<file path="config.mk">
export PLATFORM = sky130hd
export DESIGN_NAME = pll_div_search
export DESIGN_NICKNAME = d
export VERILOG_FILES = /design/src/rtl/pds_pkg.sv /design/src/rtl/pds_pdtab.sv /design/src/rtl/pds_rdiv.sv /design/src/rtl/pds_quant.sv /design/src/rtl/pll_div_search.sv
export SDC_FILE = /design/constraint.sdc
export NUM_CORES = 2
export LEC_CHECK = 0
export BUFFER_PORTS_ARGS = -buffer_cell sky130_fd_sc_hd__buf_2
export CAP_MARGIN = 20
export CORE_MARGIN = 8
export CORE_UTILIZATION = 55
export DETAILED_ROUTE_END_ITERATION = 10
export PLACE_DENSITY = 0.71
export SLEW_MARGIN = 20
export SYNTH_ARGS = -nofsm -noshare
export SYNTH_HDL_FRONTEND = slang
export SYNTH_SLANG_ARGS = --single-unit
</file>
<file path="constraint.sdc">
create_clock -name clk -period 73.1 [get_ports clk]
set_input_delay 10.965 -clock clk [delete_from_list [all_inputs] [get_ports clk]]
set_output_delay 10.965 -clock clk [all_outputs]
set_load 0.02 [all_outputs]
</file>
<file path="src/rtl/pds_pkg.sv">
package pds_pkg;

  typedef enum logic [3:0] {
    S_IDLE, S_POINT, S_NWAIT, S_CA, S_CAWAIT, S_CB, S_CBWAIT, S_STEP, S_FIN
  } pds_state_e;

  // post-divider value for a table index; 0 marks an unusable slot
  function automatic logic [7:0] pd_value(input logic odd_sel, input logic [2:0] idx);
    logic [7:0] v;
    if (!odd_sel) begin
      v = 8'd1 << idx;
    end else begin
      case (idx)
        3'd0: v = 8'd1;
        3'd1: v = 8'd2;
        3'd2: v = 8'd4;
        3'd3: v = 8'd8;
        3'd4: v = 8'd3;
        3'd5: v = 8'd0;
        3'd6: v = 8'd6;
        default: v = 8'd12;
      endcase
    end
    return v;
  endfunction

endpackage

</file>
<file path="src/rtl/pds_pdtab.sv">
module pds_pdtab (
  input  logic       odd_sel,
  input  logic [2:0] idx,
  output logic [7:0] value
);
  always_comb value = pds_pkg::pd_value(odd_sel, idx);
endmodule

</file>
<file path="src/rtl/pds_rdiv.sv">
// Restoring divider, one quotient bit per cycle, round-half-up at the end.
module pds_rdiv #(
  parameter int W = 48
) (
  input  logic         clk,
  input  logic         rst_n,
  input  logic         go,
  input  logic [W-1:0] num,
  input  logic [W-1:0] den,
  output logic         vld,
  output logic [W-1:0] quo
);
  localparam int CNTW = $clog2(W + 1);

  logic [W:0]      rem;
  logic [W-1:0]    qr;
  logic [W-1:0]    den_q;
  logic [CNTW-1:0] cnt;
  logic            run;

  logic [W:0] trial;
  logic       fits;
  logic       round_up;

  always_comb begin
    trial    = {rem[W-1:0], qr[W-1]};
    fits     = trial >= {1'b0, den_q};
    round_up = {rem[W-1:0], 1'b0} >= {1'b0, den_q};
  end

  always_ff @(posedge clk or negedge rst_n) begin
    if (!rst_n) begin
      rem   <= '0;
      qr    <= '0;
      den_q <= '0;
      cnt   <= '0;
      run   <= 1'b0;
      vld   <= 1'b0;
      quo   <= '0;
    end else begin
      vld <= 1'b0;
      if (go && !run) begin
        qr    <= num;
        den_q <= den;
        rem   <= '0;
        cnt   <= CNTW'(W);
        run   <= 1'b1;
      end else if (run) begin
        if (cnt != '0) begin
          rem <= fits ? (trial - {1'b0, den_q}) : trial;
          qr  <= {qr[W-2:0], fits};
          cnt <= cnt - 1'b1;
        end else begin
          quo <= qr + W'(round_up);
          vld <= 1'b1;
          run <= 1'b0;
        end
      end
    end
  end

  // partial remainder stays below the divisor throughout
  p_rem_bound_r5: assert property (@(posedge clk) disable iff (!rst_n)
    (run && den_q != '0) |-> (rem < {1'b0, den_q}));

  p_vld_pulse_r5: assert property (@(posedge clk) disable iff (!rst_n)
    vld |=> !vld);

endmodule

</file>
<file path="src/rtl/pds_quant.sv">
// Clamp a raw N and derive the one or two candidates after granularity rounding.
module pds_quant #(
  parameter int DW = 48,
  parameter int NW = 10
) (
  input  logic [DW-1:0]   nraw,
  input  logic [NW-1:0]   min_n,
  input  logic [NW-1:0]   max_n,
  input  logic [NW-1:0]   off,
  input  logic [NW-1:0]   g_div,
  input  logic [NW-1:0]   g_mul,
  output logic [NW+1:0]   cand_a,
  output logic [NW+1:0]   cand_b,
  output logic            two
);
  localparam int CW = NW + 2;

  logic [CW-1:0] n_cl, nq, g1e, lo, hi;

  always_comb begin
    if (nraw < DW'(min_n))      n_cl = CW'(min_n);
    else if (nraw > DW'(max_n)) n_cl = CW'(max_n);
    else                        n_cl = CW'(nraw[NW-1:0]);
    nq  = n_cl - CW'(off);
    g1e = (g_div == '0) ? CW'(1) : CW'(g_div);
    lo  = (nq / g1e) * CW'(g_mul);
    hi  = (nq > lo) ? ((lo + g1e) / g1e) : nq;
    cand_a = hi + CW'(off);
    cand_b = lo + CW'(off);
    two    = cand_a > cand_b;
  end
endmodule

</file>
<file path="src/rtl/pll_div_search.sv">
module pll_div_search #(
  parameter int TW      = 20,
  parameter int RW      = 20,
  parameter int DENW    = 8,
  parameter int MW      = 8,
  parameter int NW      = 10,
  parameter int TOL_KHZ = 2
) (
  input  logic            clk,
  input  logic            rst_n,
  input  logic            start,
  input  logic            odd_div,
  input  logic            int_pll,
  input  logic [RW-1:0]   ref_num,
  input  logic [DENW-1:0] ref_den,
  input  logic [TW-1:0]   target_khz,
  input  logic [TW-1:0]   max_khz,
  input  logic [MW-1:0]   min_m,
  input  logic [MW-1:0]   max_m,
  input  logic [NW-1:0]   min_n,
  input  logic [NW-1:0]   max_n,
  input  logic [NW-1:0]   n_off,
  input  logic [NW-1:0]   gran_div,
  input  logic [NW-1:0]   gran_mul,
  output logic            busy,
  output logic            done,
  output logic [NW-1:0]   n_out,
  output logic [MW-1:0]   m_out,
  output logic [2:0]      d_out,
  output logic [TW-1:0]   synth_khz,
  output logic            fail
);
  import pds_pkg::*;

  localparam int PDW  = 8;
  localparam int CW   = NW + 2;
  localparam int DW_A = TW + MW + DENW + PDW;
  localparam int DW_B = CW + RW + 1;
  localparam int DIVW = (DW_A > DW_B) ? DW_A : DW_B;

  pds_state_e state;

  // latched configuration
  logic [TW-1:0]   tgt_q, mx_q;
  logic [RW:0]     ref_q;
  logic [DENW-1:0] den_q;
  logic            odd_q;
  logic [MW-1:0]   min_m_q, max_m_q;
  logic [NW-1:0]   min_n_q, max_n_q, off_q, g1_q, g2_q;

  // sweep state
  logic [MW-1:0]   m_cur;
  logic [2:0]      d_cur;
  logic [DIVW-1:0] mult_q, nraw_q;
  logic [CW-1:0]   ca_q, cb_q;
  logic            two_q;

  // kept result
  logic [DIVW-1:0] best_err, best_f;
  logic [CW-1:0]   best_n;
  logic [MW-1:0]   best_m;
  logic [2:0]      best_d;
  logic            found, fail_q, done_q;

  // named internal events
  logic [7:0]      pd_val;
  logic [DIVW-1:0] prod_mdp, n_num, pd_lim;
  logic            skip_pt, pt_accept;
  logic            div_go, div_vld;
  logic [DIVW-1:0] div_num, div_den, div_quo;
  logic [CW-1:0]   q_a, q_b;
  logic            q_two;
  logic [CW-1:0]   cur_n;
  logic [DIVW-1:0] cand_err, fin_gap;
  logic            cand_eval, cand_take;
  logic            last_d, last_m;

  pds_pdtab u_tab (
    .odd_sel (odd_q),
    .idx     (d_cur),
    .value   (pd_val)
  );

  pds_quant #(.DW(DIVW), .NW(NW)) u_quant (
    .nraw   (nraw_q),
    .min_n  (min_n_q),
    .max_n  (max_n_q),
    .off    (off_q),
    .g_div  (g1_q),
    .g_mul  (g2_q),
    .cand_a (q_a),
    .cand_b (q_b),
    .two    (q_two)
  );

  pds_rdiv #(.W(DIVW)) u_div (
    .clk   (clk),
    .rst_n (rst_n),
    .go    (div_go),
    .num   (div_num),
    .den   (div_den),
    .vld   (div_vld),
    .quo   (div_quo)
  );

  function automatic logic [DIVW-1:0] abs_diff(input logic [DIVW-1:0] a, input logic [DIVW-1:0] b);
    return (a >= b) ? (a - b) : (b - a);
  endfunction

  always_comb begin
    prod_mdp  = DIVW'(m_cur) * DIVW'(den_q) * DIVW'(pd_val);
    n_num     = DIVW'(tgt_q) * prod_mdp;
    pd_lim    = DIVW'(tgt_q) * DIVW'(pd_val);
    skip_pt   = (pd_val == '0) || (m_cur == '0) ||
                ((mx_q != '0) && (DIVW'(mx_q) < pd_lim));
    pt_accept = (state == S_POINT) && !skip_pt;

    div_go  = pt_accept || (state == S_CA) || (state == S_CB);
    div_num = n_num;
    div_den = DIVW'(ref_q);
    if (state == S_CA) begin
      div_num = DIVW'(q_a) * DIVW'(ref_q);
      div_den = mult_q;
    end else if (state == S_CB) begin
      div_num = DIVW'(cb_q) * DIVW'(ref_q);
      div_den = mult_q;
    end

    cur_n     = (state == S_CBWAIT) ? cb_q : ca_q;
    cand_eval = div_vld && ((state == S_CAWAIT) || (state == S_CBWAIT));
    cand_err  = abs_diff(div_quo, DIVW'(tgt_q));
    cand_take = cand_eval &&
                ((cand_err < best_err) || ((cand_err == best_err) && (cur_n > best_n)));

    last_d  = (d_cur == 3'd7);
    last_m  = (m_cur == max_m_q);
    fin_gap = abs_diff(best_f, DIVW'(tgt_q));
  end

  always_ff @(posedge clk or negedge rst_n) begin
    if (!rst_n) begin
      state    <= S_IDLE;
      tgt_q    <= '0;
      mx_q     <= '0;
      ref_q    <= '0;
      den_q    <= '0;
      odd_q    <= 1'b0;
      min_m_q  <= '0;
      max_m_q  <= '0;
      min_n_q  <= '0;
      max_n_q  <= '0;
      off_q    <= '0;
      g1_q     <= '0;
      g2_q     <= '0;
      m_cur    <= '0;
      d_cur    <= '0;
      mult_q   <= '0;
      nraw_q   <= '0;
      ca_q     <= '0;
      cb_q     <= '0;
      two_q    <= 1'b0;
      best_err <= '0;
      best_f   <= '0;
      best_n   <= '0;
      best_m   <= '0;
      best_d   <= '0;
      found    <= 1'b0;
      fail_q   <= 1'b0;
      done_q   <= 1'b0;
    end else begin
      done_q <= 1'b0;
      case (state)
        S_IDLE: begin
          if (start) begin
            tgt_q    <= target_khz;
            mx_q     <= max_khz;
            ref_q    <= int_pll ? {ref_num, 1'b0} : {1'b0, ref_num};
            den_q    <= ref_den;
            odd_q    <= odd_div;
            min_m_q  <= min_m;
            max_m_q  <= max_m;
            min_n_q  <= min_n;
            max_n_q  <= max_n;
            off_q    <= n_off;
            g1_q     <= gran_div;
            g2_q     <= gran_mul;
            m_cur    <= min_m;
            d_cur    <= '0;
            best_err <= '1;
            best_f   <= '0;
            best_n   <= '0;
            best_m   <= '0;
            best_d   <= '0;
            found    <= 1'b0;
            state    <= (min_m > max_m) ? S_FIN : S_POINT;
          end
        end
        S_POINT: begin
          if (skip_pt) begin
            state <= S_STEP;
          end else begin
            mult_q <= prod_mdp;
            state  <= S_NWAIT;
          end
        end
        S_NWAIT: begin
          if (div_vld) begin
            nraw_q <= div_quo;
            state  <= S_CA;
          end
        end
        S_CA: begin
          ca_q  <= q_a;
          cb_q  <= q_b;
          two_q <= q_two;
          state <= S_CAWAIT;
        end
        S_CAWAIT: begin
          if (div_vld) state <= two_q ? S_CB : S_STEP;
        end
        S_CB: state <= S_CBWAIT;
        S_CBWAIT: begin
          if (div_vld) state <= S_STEP;
        end
        S_STEP: begin
          if (!last_d) begin
            d_cur <= d_cur + 3'd1;
            state <= S_POINT;
          end else if (!last_m) begin
            m_cur <= m_cur + 1'b1;
            d_cur <= '0;
            state <= S_POINT;
          end else begin
            state <= S_FIN;
          end
        end
        S_FIN: begin
          fail_q <= !found || (fin_gap > DIVW'(TOL_KHZ));
          done_q <= 1'b1;
          state  <= S_IDLE;
        end
        default: state <= S_IDLE;
      endcase

      if (cand_take) begin
        best_err <= cand_err;
        best_f   <= div_quo;
        best_n   <= cur_n;
        best_m   <= m_cur;
        best_d   <= d_cur;
        found    <= 1'b1;
      end
    end
  end

  always_comb begin
    busy      = (state != S_IDLE);
    done      = done_q;
    fail      = fail_q;
    n_out     = best_n[NW-1:0];
    m_out     = best_m;
    d_out     = best_d;
    synth_khz = (best_f > DIVW'({TW{1'b1}})) ? {TW{1'b1}} : best_f[TW-1:0];
  end

  // end-of-search pulse lasts a single cycle
  p_done_pulse_r1: assert property (@(posedge clk) disable iff (!rst_n)
    done_q |=> !done_q);

  // latched target cannot move while a search runs
  p_cfg_hold_r1: assert property (@(posedge clk) disable iff (!rst_n)
    (state != S_IDLE) |=> $stable(tgt_q));

  // every visited point lies inside the M window
  p_m_window_r2: assert property (@(posedge clk) disable iff (!rst_n)
    (state == S_POINT) |-> (m_cur >= min_m_q && m_cur <= max_m_q));

  // an accepted point never uses an empty table slot
  p_no_zero_pd_r3: assert property (@(posedge clk) disable iff (!rst_n)
    pt_accept |-> (pd_val != 8'd0));

  // kept error never grows during a search
  p_err_monotone_r7: assert property (@(posedge clk) disable iff (!rst_n)
    (state != S_IDLE) |=> (best_err <= $past(best_err)));

  // an empty search always reports failure
  p_fail_no_hit_r9: assert property (@(posedge clk) disable iff (!rst_n)
    (done_q && !found) |-> fail_q);

  // outputs are frozen while idle with no start
  p_idle_hold_r10: assert property (@(posedge clk) disable iff (!rst_n)
    (state == S_IDLE && !start) |=> $stable(best_n) && $stable(best_f));

endmodule

</file>
==> flow_metrics.env <==
export IMPL_routed_wl_um=254200
export IMPL_cts_sinks=514
export IMPL_syn2layout_area_growth_pct=6.190
export IMPL_ys_ff_latch=514
export IMPL_final_common_cell="nand2_1"
export IMPL_dp_cells=11670
export IMPL_hpwl_um=195500
export IMPL_setup_viol=0
export IMPL_ys_types=86
export IMPL_h_tree_depth=2
export IMPL_fmax_mhz=15.16
export IMPL_cts_path_max_buffers=3
export IMPL_startpoint="nraw_q[1]"
export IMPL_dr_first_iter_drc_count=5486
export IMPL_synth_ff_type="dfrtp_1"
export IMPL_cpPeakStageDelay_ns=0.89
export IMPL_port_buffer_count=182
export IMPL_multi_input_area_um2=62650
export IMPL_cts_tree="yes"
export IMPL_yosys_warnings=0
export IMPL_critPathLaunchType="flip-flop"
export IMPL_cts_resized=0
export IMPL_drv_slew=0
export IMPL_clk_latency_ns=0.73
export IMPL_path_max_fanout=23
export IMPL_gr_total_overflow=0
export IMPL_start_util=0.5518
export IMPL_async_flop_share=1.000
export IMPL_cap_violations=0
export IMPL_wl_per_cell_um=21.57
export IMPL_cpMostUsedCell="o21a_1"
export IMPL_synthesis_area_um2=82450
export IMPL_grt_start_max_net_pins=123
export IMPL_cpMaxStageDelayCell="xor2_2"
export IMPL_max_slew_margin=0.1760
export IMPL_status="completed"
export IMPL_synth_seq_area_share=0.1560
export IMPL_final_layout_size_suffix_gt1_frac=0.06471
export IMPL_fill_cells=13370
export IMPL_remaining_drc_errors=0
export IMPL_cp_data_arrival_time_ns=66.53
export IMPL_worstHoldStart="ca_q[5]"
export IMPL_crit_path_end_kind="flip-flop"
export IMPL_post_route_worst_setup_slack_ns=7.156
export IMPL_min_period_over_period=0.9021
export IMPL_dr_total_vias=69320
export IMPL_grt_pass1_vias=71640
export IMPL_r2r_start="nraw_q[1]"
export IMPL_ff_latch_area_um2=12860
export IMPL_rrSetupSlack_ns=7.16
export IMPL_fin_area_um2=87560
export IMPL_worst_setup_path_type="reg -> reg"
export IMPL_tns_ns=0
export IMPL_final_cell_mix="1,566 x nand2_1, 1,453 x inv_1, 1,047 x fa_1"
export IMPL_worst_pin_slew_ns=1.231
export IMPL_final_min_clock_period_ns=65.94
export IMPL_ctsHoldBuffers=0
export IMPL_ios=183
export IMPL_die_h_um=403.2
export IMPL_placed_cell_area_um2=85420
export IMPL_nets=11780
export IMPL_syn_nets=11890
export IMPL_instances_no_fill=11790
export IMPL_hold_viol=0
export IMPL_viasPerCell=5.880
export IMPL_syn_instance_count=9823
export IMPL_skew_ns=0.06126
export IMPL_synth_area_per_cell_um2=8.394
export IMPL_ant_nets=0
export IMPL_hp_class="reg -> reg"
export IMPL_dp_slack_ns=8.020
export IMPL_clk_pin_slew_ns=0.06
export IMPL_rsz0062_at_grt="false"
export IMPL_cp_data_required_time_ns=73.68
export IMPL_design_core_area_um2=149400
export IMPL_clockRootBuffer="clkbuf_16"
export IMPL_drt_first_pass_iters=9
export IMPL_dieArea_um2=162600
export IMPL_grt_use_total=0.3111
export IMPL_placementRows=142
export IMPL_synth_edf_count=0
export IMPL_gp_congestion=0.9628
export IMPL_cts_made_buffers=61
export IMPL_grt_pass1_wl_um=402700
export IMPL_cts_setup_buffers=0
export IMPL_antenna_found_initial=8
export IMPL_die_x_um=403.2
[metal layers]
metal  global-route usage  wire, µm  up-vias
met3              0.06249     22300      706
li1                     -         -    31500
met4               0.1364     13960        0
met2               0.5034    115500     2820
met5                    0         0        -
met1               0.4064    102500    34290
[cell type report]
cell class | instances | area share
Timing Repair Buffer | 318 | 0.02222
Clock buffer | 79 | 0.01969
Clock inverter | 36 | 0.004230
Antenna cell | 5 | 0.0001429
Sequential cell | 514 | 0.1469
Multi-Input combinational cell | 7363 | 0.7155
Tap cell | 2016 | 0.02881
Inverter | 1457 | 0.06246
[synthesized netlist by cell type (24+ instances only)]
cell type  number  area, µm²
or2_2          24      150.1
mux2i_1        77      770.7
nor3_1        161      805.8
inv_1        1453       5454
o21a_1        109      818.3
a21oi_1       363       1817
nand3_1       169      845.8
nor4_1         44      275.3
xnor2_1       248       2172
and3_1         41      256.5
a211oi_1       68      510.5
a221o_1        33      330.3
dfrtp_1       514      12860
o21bai_1       55      412.9
o21ai_0       508       2542
or3_1          39      244.0
a21boi_0       35      262.8
nand2_1      1568       5886
a31oi_1        88      550.5
nand2b_1       89      556.8
and2_1        354       2215
ha_1          881      11020
buf_1          28      105.1
clkbuf_1      442       1659
o31ai_1        40      300.3
nand4_1        65      406.6
nor2b_1        78      488.0
nor2_1        539       2023
a21o_1        179       1344
mux2_2         93       1047
o211ai_1       33      247.7
fa_1         1047      20960
xor2_1        125       1095
[path summary, 6_finish.rpt]
| path | endpoint | cells past startpoint |
|---|---|---|
| max | u_div.qr[31] | 290 |
| min | ca_q[5] | 2 |
| max reg2reg | u_div.qr[31] | 290 |
| min reg2reg | ca_q[5] | 2 |
| max in group asynchronous | mx_q[18] | 4 |
| min in group asynchronous | g1_q[9] | 1 |
[metrics by stage]
stage,hold slack [ns],utilization
floorplan,0.4396,-
global placement,0.4572,0.5717
detailed placement,0.4607,0.5717
CTS,0.4757,0.5857
global route,0.5008,0.5859
finish,0.4741,0.5860
[cell families after synthesis]
family	synth area share
multiplexers	0.02205
AND/OR/NAND/NOR	0.1777
XOR/XNOR	0.04112
AO/OA/AOI/OAI	0.1260
adder cells (fa/ha/maj)	0.3879
flip-flops	0.1560
buffers and inverters	0.08926
[sequential cells by signal (all words and copies together), names as in the netlist, 10 cells and up]
| name | cells |
|---|---|
| best_err | 44 |
| best_f | 44 |
| nraw_q | 44 |
| u_div.qr | 44 |
| u_div.quo | 44 |
| u_div.rem | 44 |
| mult_q | 24 |
| u_div.den_q | 24 |
| ref_q | 21 |
| mx_q | 20 |
| tgt_q | 20 |
| best_n | 12 |
| ca_q | 12 |
| cb_q | 12 |
| g1_q | 10 |
| g2_q | 10 |
| max_n_q | 10 |
| min_n_q | 10 |
| off_q | 10 |
[critical path: cells and delay by family, from the launching register on]
family	cells	cell delay, ns
flops	1	0.41
xor+xnor	6	2.35
buf+inv	14	1.80
simple gates	57	8.58
fa+ha+maj	39	13.80
mux	8	2.40
compound gates	166	36.39
Power is left out: the tool's default activity adds up to more than one toggle a clock period on the data nets, which glitch-free logic cannot reach.
